<file path="config.mk">
export PLATFORM = sky130hd
export DESIGN_NAME = gpio_irq_agg
export DESIGN_NICKNAME = d
export VERILOG_FILES = /design/src/rtl/gpio_irq_pkg.sv /design/src/rtl/gpio_edge_cause.sv /design/src/rtl/gpio_cpu_irq.sv /design/src/rtl/gpio_irq_agg.sv
export SDC_FILE = /design/constraint.sdc
export NUM_CORES = 1
export LEC_CHECK = 0
export CELL_PAD_IN_SITES_DETAIL_PLACEMENT = 1
export CELL_PAD_IN_SITES_GLOBAL_PLACEMENT = 1
export CORE_MARGIN = 10
export CORE_UTILIZATION = 29
export CTS_CLUSTER_DIAMETER = 150
export DETAILED_ROUTE_END_ITERATION = 8
export DONT_BUFFER_PORTS = 1
export GPL_ROUTABILITY_DRIVEN = 0
export GPL_TIMING_DRIVEN = 0
export PLACE_DENSITY_LB_ADDON = 0.1
export SLEW_MARGIN = 30
export SYNTH_ARGS = -nofsm -noshare
export SYNTH_HDL_FRONTEND = slang
export SYNTH_HIERARCHICAL = 1
export SYNTH_SLANG_ARGS = --single-unit
</file>
<file path="constraint.sdc">
create_clock -name clk_i -period 2.6 [get_ports clk_i]
set_input_delay 0.13 -clock clk_i [delete_from_list [all_inputs] [get_ports clk_i]]
set_output_delay 0.13 -clock clk_i [all_outputs]
set_load 0.1 [all_outputs]
</file>
<file path="src/rtl/gpio_irq_pkg.sv">
`timescale 1ns/1ps
package gpio_irq_pkg;
  localparam int unsigned REG_AW = 8;
  localparam int unsigned BUS_W  = 32;
  localparam logic [REG_AW-1:0] CAUSE_ADDR = 8'h14;

  // processor 0 sits in the base window, later processors in an 8-byte stride at 0x30
  function automatic logic [REG_AW-1:0] edge_mask_addr(int unsigned cpu);
    return (cpu == 0) ? 8'h18 : 8'(32'h30 + (cpu - 1) * 8);
  endfunction

  function automatic logic [REG_AW-1:0] level_mask_addr(int unsigned cpu);
    return (cpu == 0) ? 8'h1C : 8'(32'h34 + (cpu - 1) * 8);
  endfunction
endpackage

</file>
<file path="src/rtl/gpio_edge_cause.sv">
`timescale 1ns/1ps
module gpio_edge_cause #(
  parameter int unsigned NUM_LINES = 32
) (
  input  logic                 clk_i,
  input  logic                 rst_ni,
  input  logic [NUM_LINES-1:0] lines_i,
  input  logic                 clr_we_i,
  input  logic [NUM_LINES-1:0] clr_data_i,
  output logic [NUM_LINES-1:0] cause_o
);
  logic [NUM_LINES-1:0] prev_q, cause_q, rise, keep;

  assign rise = lines_i & ~prev_q;
  assign keep = clr_we_i ? clr_data_i : '1;

  always_ff @(posedge clk_i or negedge rst_ni) begin
    if (!rst_ni) begin
      prev_q  <= '0;
      cause_q <= '0;
    end else begin
      prev_q  <= lines_i;
      cause_q <= (cause_q & keep) | rise;  // set beats clear
    end
  end

  assign cause_o = cause_q;

  assert_sticky_R4: assert property (@(posedge clk_i) disable iff (!rst_ni)
    !clr_we_i |=> ((cause_q & $past(cause_q)) == $past(cause_q)));

  assert_clear_R5: assert property (@(posedge clk_i) disable iff (!rst_ni)
    clr_we_i |=> ((cause_q & ~$past(clr_data_i) & ~$past(rise)) == '0));

  assert_set_wins_R6: assert property (@(posedge clk_i) disable iff (!rst_ni)
    (rise != '0) |=> ((cause_q & $past(rise)) == $past(rise)));
endmodule

</file>
<file path="src/rtl/gpio_cpu_irq.sv">
`timescale 1ns/1ps
module gpio_cpu_irq
  import gpio_irq_pkg::*;
#(
  parameter int unsigned NUM_LINES = 32,
  parameter int unsigned GROUP_W   = 8,
  parameter int unsigned CPU_ID    = 0,
  localparam int unsigned NUM_GRP  = NUM_LINES / GROUP_W
) (
  input  logic                 clk_i,
  input  logic                 rst_ni,
  input  logic                 wr_en_i,
  input  logic [REG_AW-1:0]    addr_i,
  input  logic [NUM_LINES-1:0] wdata_i,
  input  logic [NUM_LINES-1:0] lines_i,
  input  logic [NUM_LINES-1:0] cause_i,
  output logic [NUM_LINES-1:0] edge_mask_o,
  output logic [NUM_LINES-1:0] level_mask_o,
  output logic [NUM_GRP-1:0]   irq_o
);
  localparam logic [REG_AW-1:0] EDGE_A  = edge_mask_addr(CPU_ID);
  localparam logic [REG_AW-1:0] LEVEL_A = level_mask_addr(CPU_ID);

  logic [NUM_LINES-1:0] edge_q, level_q, active;
  logic [NUM_GRP-1:0]   irq_d, irq_q;

  always_ff @(posedge clk_i or negedge rst_ni) begin
    if (!rst_ni) begin
      edge_q  <= '0;
      level_q <= '0;
    end else if (wr_en_i) begin
      if (addr_i == EDGE_A)  edge_q  <= wdata_i;
      if (addr_i == LEVEL_A) level_q <= wdata_i;
    end
  end

  assign active = (lines_i & level_q) | (cause_i & edge_q);

  for (genvar g = 0; g < NUM_GRP; g++) begin : g_grp
    assign irq_d[g] = |active[g*GROUP_W +: GROUP_W];
  end

  always_ff @(posedge clk_i or negedge rst_ni) begin
    if (!rst_ni) irq_q <= '0;
    else         irq_q <= irq_d;
  end

  assign edge_mask_o  = edge_q;
  assign level_mask_o = level_q;
  assign irq_o        = irq_q;

  assert_level_fires_R7: assert property (@(posedge clk_i) disable iff (!rst_ni)
    ((lines_i & level_q) != '0) |=> (irq_o != '0));

  assert_masked_quiet_R8: assert property (@(posedge clk_i) disable iff (!rst_ni)
    (edge_q == '0 && level_q == '0) |=> (irq_o == '0));
endmodule

</file>
<file path="src/rtl/gpio_irq_agg.sv">
`timescale 1ns/1ps
module gpio_irq_agg
  import gpio_irq_pkg::*;
#(
  parameter int unsigned NUM_LINES = 32,
  parameter int unsigned GROUP_W   = 8,
  parameter int unsigned NUM_CPUS  = 2,
  localparam int unsigned NUM_GRP  = NUM_LINES / GROUP_W
) (
  input  logic                          clk_i,
  input  logic                          rst_ni,
  input  logic [NUM_LINES-1:0]          lines_i,
  input  logic                          req_i,
  input  logic                          we_i,
  input  logic [REG_AW-1:0]             addr_i,
  input  logic [BUS_W-1:0]              wdata_i,
  output logic [BUS_W-1:0]              rdata_o,
  output logic [NUM_CPUS*NUM_GRP-1:0]   irq_o
);
  logic                 wr_en, rd_en, cause_we;
  logic [NUM_LINES-1:0] wdata_l, cause;
  logic [NUM_LINES-1:0] edge_m  [NUM_CPUS];
  logic [NUM_LINES-1:0] level_m [NUM_CPUS];
  logic [BUS_W-1:0]     rd_val, rdata_q;

  assign wr_en    = req_i & we_i;
  assign rd_en    = req_i & ~we_i;
  assign cause_we = wr_en && (addr_i == CAUSE_ADDR);
  assign wdata_l  = wdata_i[NUM_LINES-1:0];

  gpio_edge_cause #(.NUM_LINES(NUM_LINES)) i_cause (
    .clk_i      (clk_i),
    .rst_ni     (rst_ni),
    .lines_i    (lines_i),
    .clr_we_i   (cause_we),
    .clr_data_i (wdata_l),
    .cause_o    (cause)
  );

  for (genvar c = 0; c < NUM_CPUS; c++) begin : g_cpu
    gpio_cpu_irq #(
      .NUM_LINES (NUM_LINES),
      .GROUP_W   (GROUP_W),
      .CPU_ID    (c)
    ) i_cpu (
      .clk_i        (clk_i),
      .rst_ni       (rst_ni),
      .wr_en_i      (wr_en),
      .addr_i       (addr_i),
      .wdata_i      (wdata_l),
      .lines_i      (lines_i),
      .cause_i      (cause),
      .edge_mask_o  (edge_m[c]),
      .level_mask_o (level_m[c]),
      .irq_o        (irq_o[c*NUM_GRP +: NUM_GRP])
    );
  end

  always_comb begin
    rd_val = '0;
    if (addr_i == CAUSE_ADDR) rd_val = BUS_W'(cause);
    for (int c = 0; c < NUM_CPUS; c++) begin
      if (addr_i == edge_mask_addr(unsigned'(c)))  rd_val = BUS_W'(edge_m[c]);
      if (addr_i == level_mask_addr(unsigned'(c))) rd_val = BUS_W'(level_m[c]);
    end
  end

  always_ff @(posedge clk_i or negedge rst_ni) begin
    if (!rst_ni)    rdata_q <= '0;
    else if (rd_en) rdata_q <= rd_val;
  end

  assign rdata_o = rdata_q;

  assert_rd_hold_R2: assert property (@(posedge clk_i) disable iff (!rst_ni)
    !rd_en |=> $stable(rdata_o));
endmodule

</file>
==> results.md <==
- Synthesized instance count: 851
- Count leader, synth: dfrtp_1
- Post-synthesis sequential element count: 232
- Synth Warn #: 6
- Slew @ Worst Pin: 1010 ps
- Post-Synth Simple-Gate Area: 11.2%
- Top cells by area, synth: dfrtp_1 (55%), mux2_2 (6.8%), mux2_1 (6.4%), a22o_1 (5.3%), nor2_1 (3.1%)
- Final Util: 35.4%
- Area grow syn2layout: 20.1%
- CP Max Fanout: 2
- Share of layout cells above drive strength 1: 20.0%
- Worst R2R Path Depth: 1
- TritonCTS clock tree: built
- Slew Viols, Final: 0
- # nets final: 1024
- CP endpoint kind: output port
- Netlist cell types: 37
- RSZ-0062 raised after global routing: no
- Worst setup SP type: flip-flop
- Ys async rst share: 100%
- Post-Synth Adder-Cell Area: 0%
- Syn_nets: 927
- CTS Hold Buffers Added: 65
- Critical path startpoint: rdata_o[25]
- Largest net degree at the start of global routing: 233
- Die Span Y: 211 um
- Drt wl/cell: 28.0 um
- Worst path required time: 2470 ps
- Filler cells: 3842
- Ports: 116
- Number of max-cap violations: 0
- Maximum vdd drop: 0.479 mV
- Clock root buffer: clkbuf_16
- Reg2reg setup slack: 1220 ps
- Core footprint: 35700 um^2
- Critical path endpoint: rdata_o[25]
- Die area: 44300 um^2
- FMAX: 588 MHz
- Post CTS Setup Buffer Count: 0
- Crit. path cell count: 0
- Die W: 211 um
- Synth Area in Compound Gates: 15.1%
- Vias in the first global route: 8305
- Total GRT Usage: 17.9%
- Pwr Density: 706 nW/um^2
- Fin crit period: 1700 ps
- Via count: 7551
- Final Hold Fails: 232
- Syn avg cell area: 12.4 um^2
- H-tree levels: 1
- Post-synth top cells: dfrtp_1 (232), nor2_1 (86), a22o_1 (64), mux2_2 (64), mux2_1 (60)
- First-pass GRT wire length: 59.2 mm
- Xor and xnor area share after synthesis: 0%
- Hold Slack: -721 ps
- Reg-to-Reg Start: rdata_o[31]
- Number of clock sinks: 232
- Status: finished with violations
- DRT antenna net count: 0
- Initial antenna violation count: 1
- First-pass DRT Iterations: 4
- Critical path arrival: 1570 ps
- Main combinational cell family by area after synthesis: compound AO/OA/AOI/OAI gates
- DRC: 0
- Synth Flop Type: dfrtp_1
- Drt via density: 5.28
- Worst slew margin: 32.6%
- Post-synth EDFFs: 0
- Clock transition at path regs: 60 ps
- Clk_skew: 8.09 ps
- # port buffers: 0
- Routed wire length: 40.0 mm
- Post-synthesis sequential area ratio: 55.1%
- Initial core utilization: 29.5%
- Post-synth top area share: 55.1%
- Violated checks: hold timing
- Multiplexer share of the synthesized area: 13.8%
- Clk_lat worst skew: 550 ps
- Initial DRC count: 398
- Setup violations, final: 0
- Area leader, netlist: dfrtp_1
- Crit path kind: flip-flop to output port
- TritonCTS Buffers: 29
- Post-Syn Area: 10500 um^2
- DP HPWL: 26.7 mm
- Worst hold path class: input port to async pin
- Tcrit/Tclk final: 65.4%
- RR Endpoint: rdata_o[31]
- Post-CTS resize count: 0
- Site row count: 69
- Clock Path Buffers: 3
- Global route overflow: 0
- Leak Pwr: 5.86 nW
==> state kept, by name, indices dropped and copies added (netlist names) <==
register,flops
rdata_o,32
i_cause/prev_q,32
g_cpu.i_cpu/irq_o,8
i_cause/cause_o,32
g_cpu.i_cpu/level_mask_o,64
g_cpu.i_cpu/edge_mask_o,64
==> worst min path at each step <==
| stage | cells past startpoint | slack (ps) | start | to |
|---|---|---|---|---|
| final | 0 | -720 | rst_ni | g_cpu[0].i_cpu/irq_o[1] |
| after global placement | 0 | -150 | rst_ni | g_cpu[0].i_cpu/irq_o[1] |
| after global routing | 0 | -740 | rst_ni | g_cpu[0].i_cpu/edge_mask_o[13] |
| after floorplan | 0 | -170 | rst_ni | g_cpu[0].i_cpu/edge_mask_o[0] |
| after CTS | 0 | -750 | rst_ni | i_cause/cause_o[19] |
| after detailed placement | 0 | -150 | rst_ni | g_cpu[0].i_cpu/irq_o[1] |
==> layout by cell type, fill, tap and decap left out, types with 32 or more instances in the layout <==
master / instances
or3_1: 32
a221oi_1: 32
a22o_1: 64
dfrtp_1: 230
mux2_2: 64
dlygate4sd3_1: 65
nor2_1: 86
nand2b_1: 33
inv_1: 33
mux2_1: 60
==> layout make-up <==
cell class                      instances  area, um^2  area share [%]
Clock buffer                           44         842            6.66
Clock inverter                          6        32.5           0.257
Inverter                               33         124           0.979
Buffer                                 54         375            2.97
Multi-Input combinational cell        532        4230            33.5
Sequential cell                       232        5810            45.9
Antenna cell                            2        5.00          0.0396
Tap cell                              461         577            4.56
Timing Repair Buffer                   66         656            5.18
==> per-layer routing <==
metal	up-vias	global-route usage, %	routed length (um)
met5	-	0	0
li1	3384	-	-
met1	3982	23.4	18200
met3	44	3.92	1840
met4	0	3.37	630
met2	141	30.1	19400
==> logic make-up after synthesis <==
family	after synthesis
DFF	232
and+or+nand+nor	207
AOI/OAI and AO/OA	197
muxes	128
buffers and inverters	87
==> stage by stage <==
stage / power (W) / instance area (um^2) / setup slack, ps / std cells / setup TNS, ps
4_1_cts: 0.00908 / 12600 / 867 / 1428 / 0
6_report: 0.00893 / 12700 / 899 / 1430 / 0
3_3_place_gp: 0.00508 / 11100 / -407 / 1312 / -11540
3_5_place_dp: 0.00509 / 11100 / 449 / 1313 / 0
5_1_grt: 0.00928 / 12600 / 860 / 1429 / 0
2_1_floorplan: 0.00488 / 10500 / 1060 / 851 / 0
==> where the power goes <==
part / total, W / switching, W / internal, W
clock: 0.00377 / 0.00157 / 0.00220
combinational: 0.000569 / 0.000302 / 0.000267
sequential: 0.00459 / 0.000820 / 0.00377
total: 0.00893 / 0.00269 / 0.00624
(Power assumes the default switching activity.)
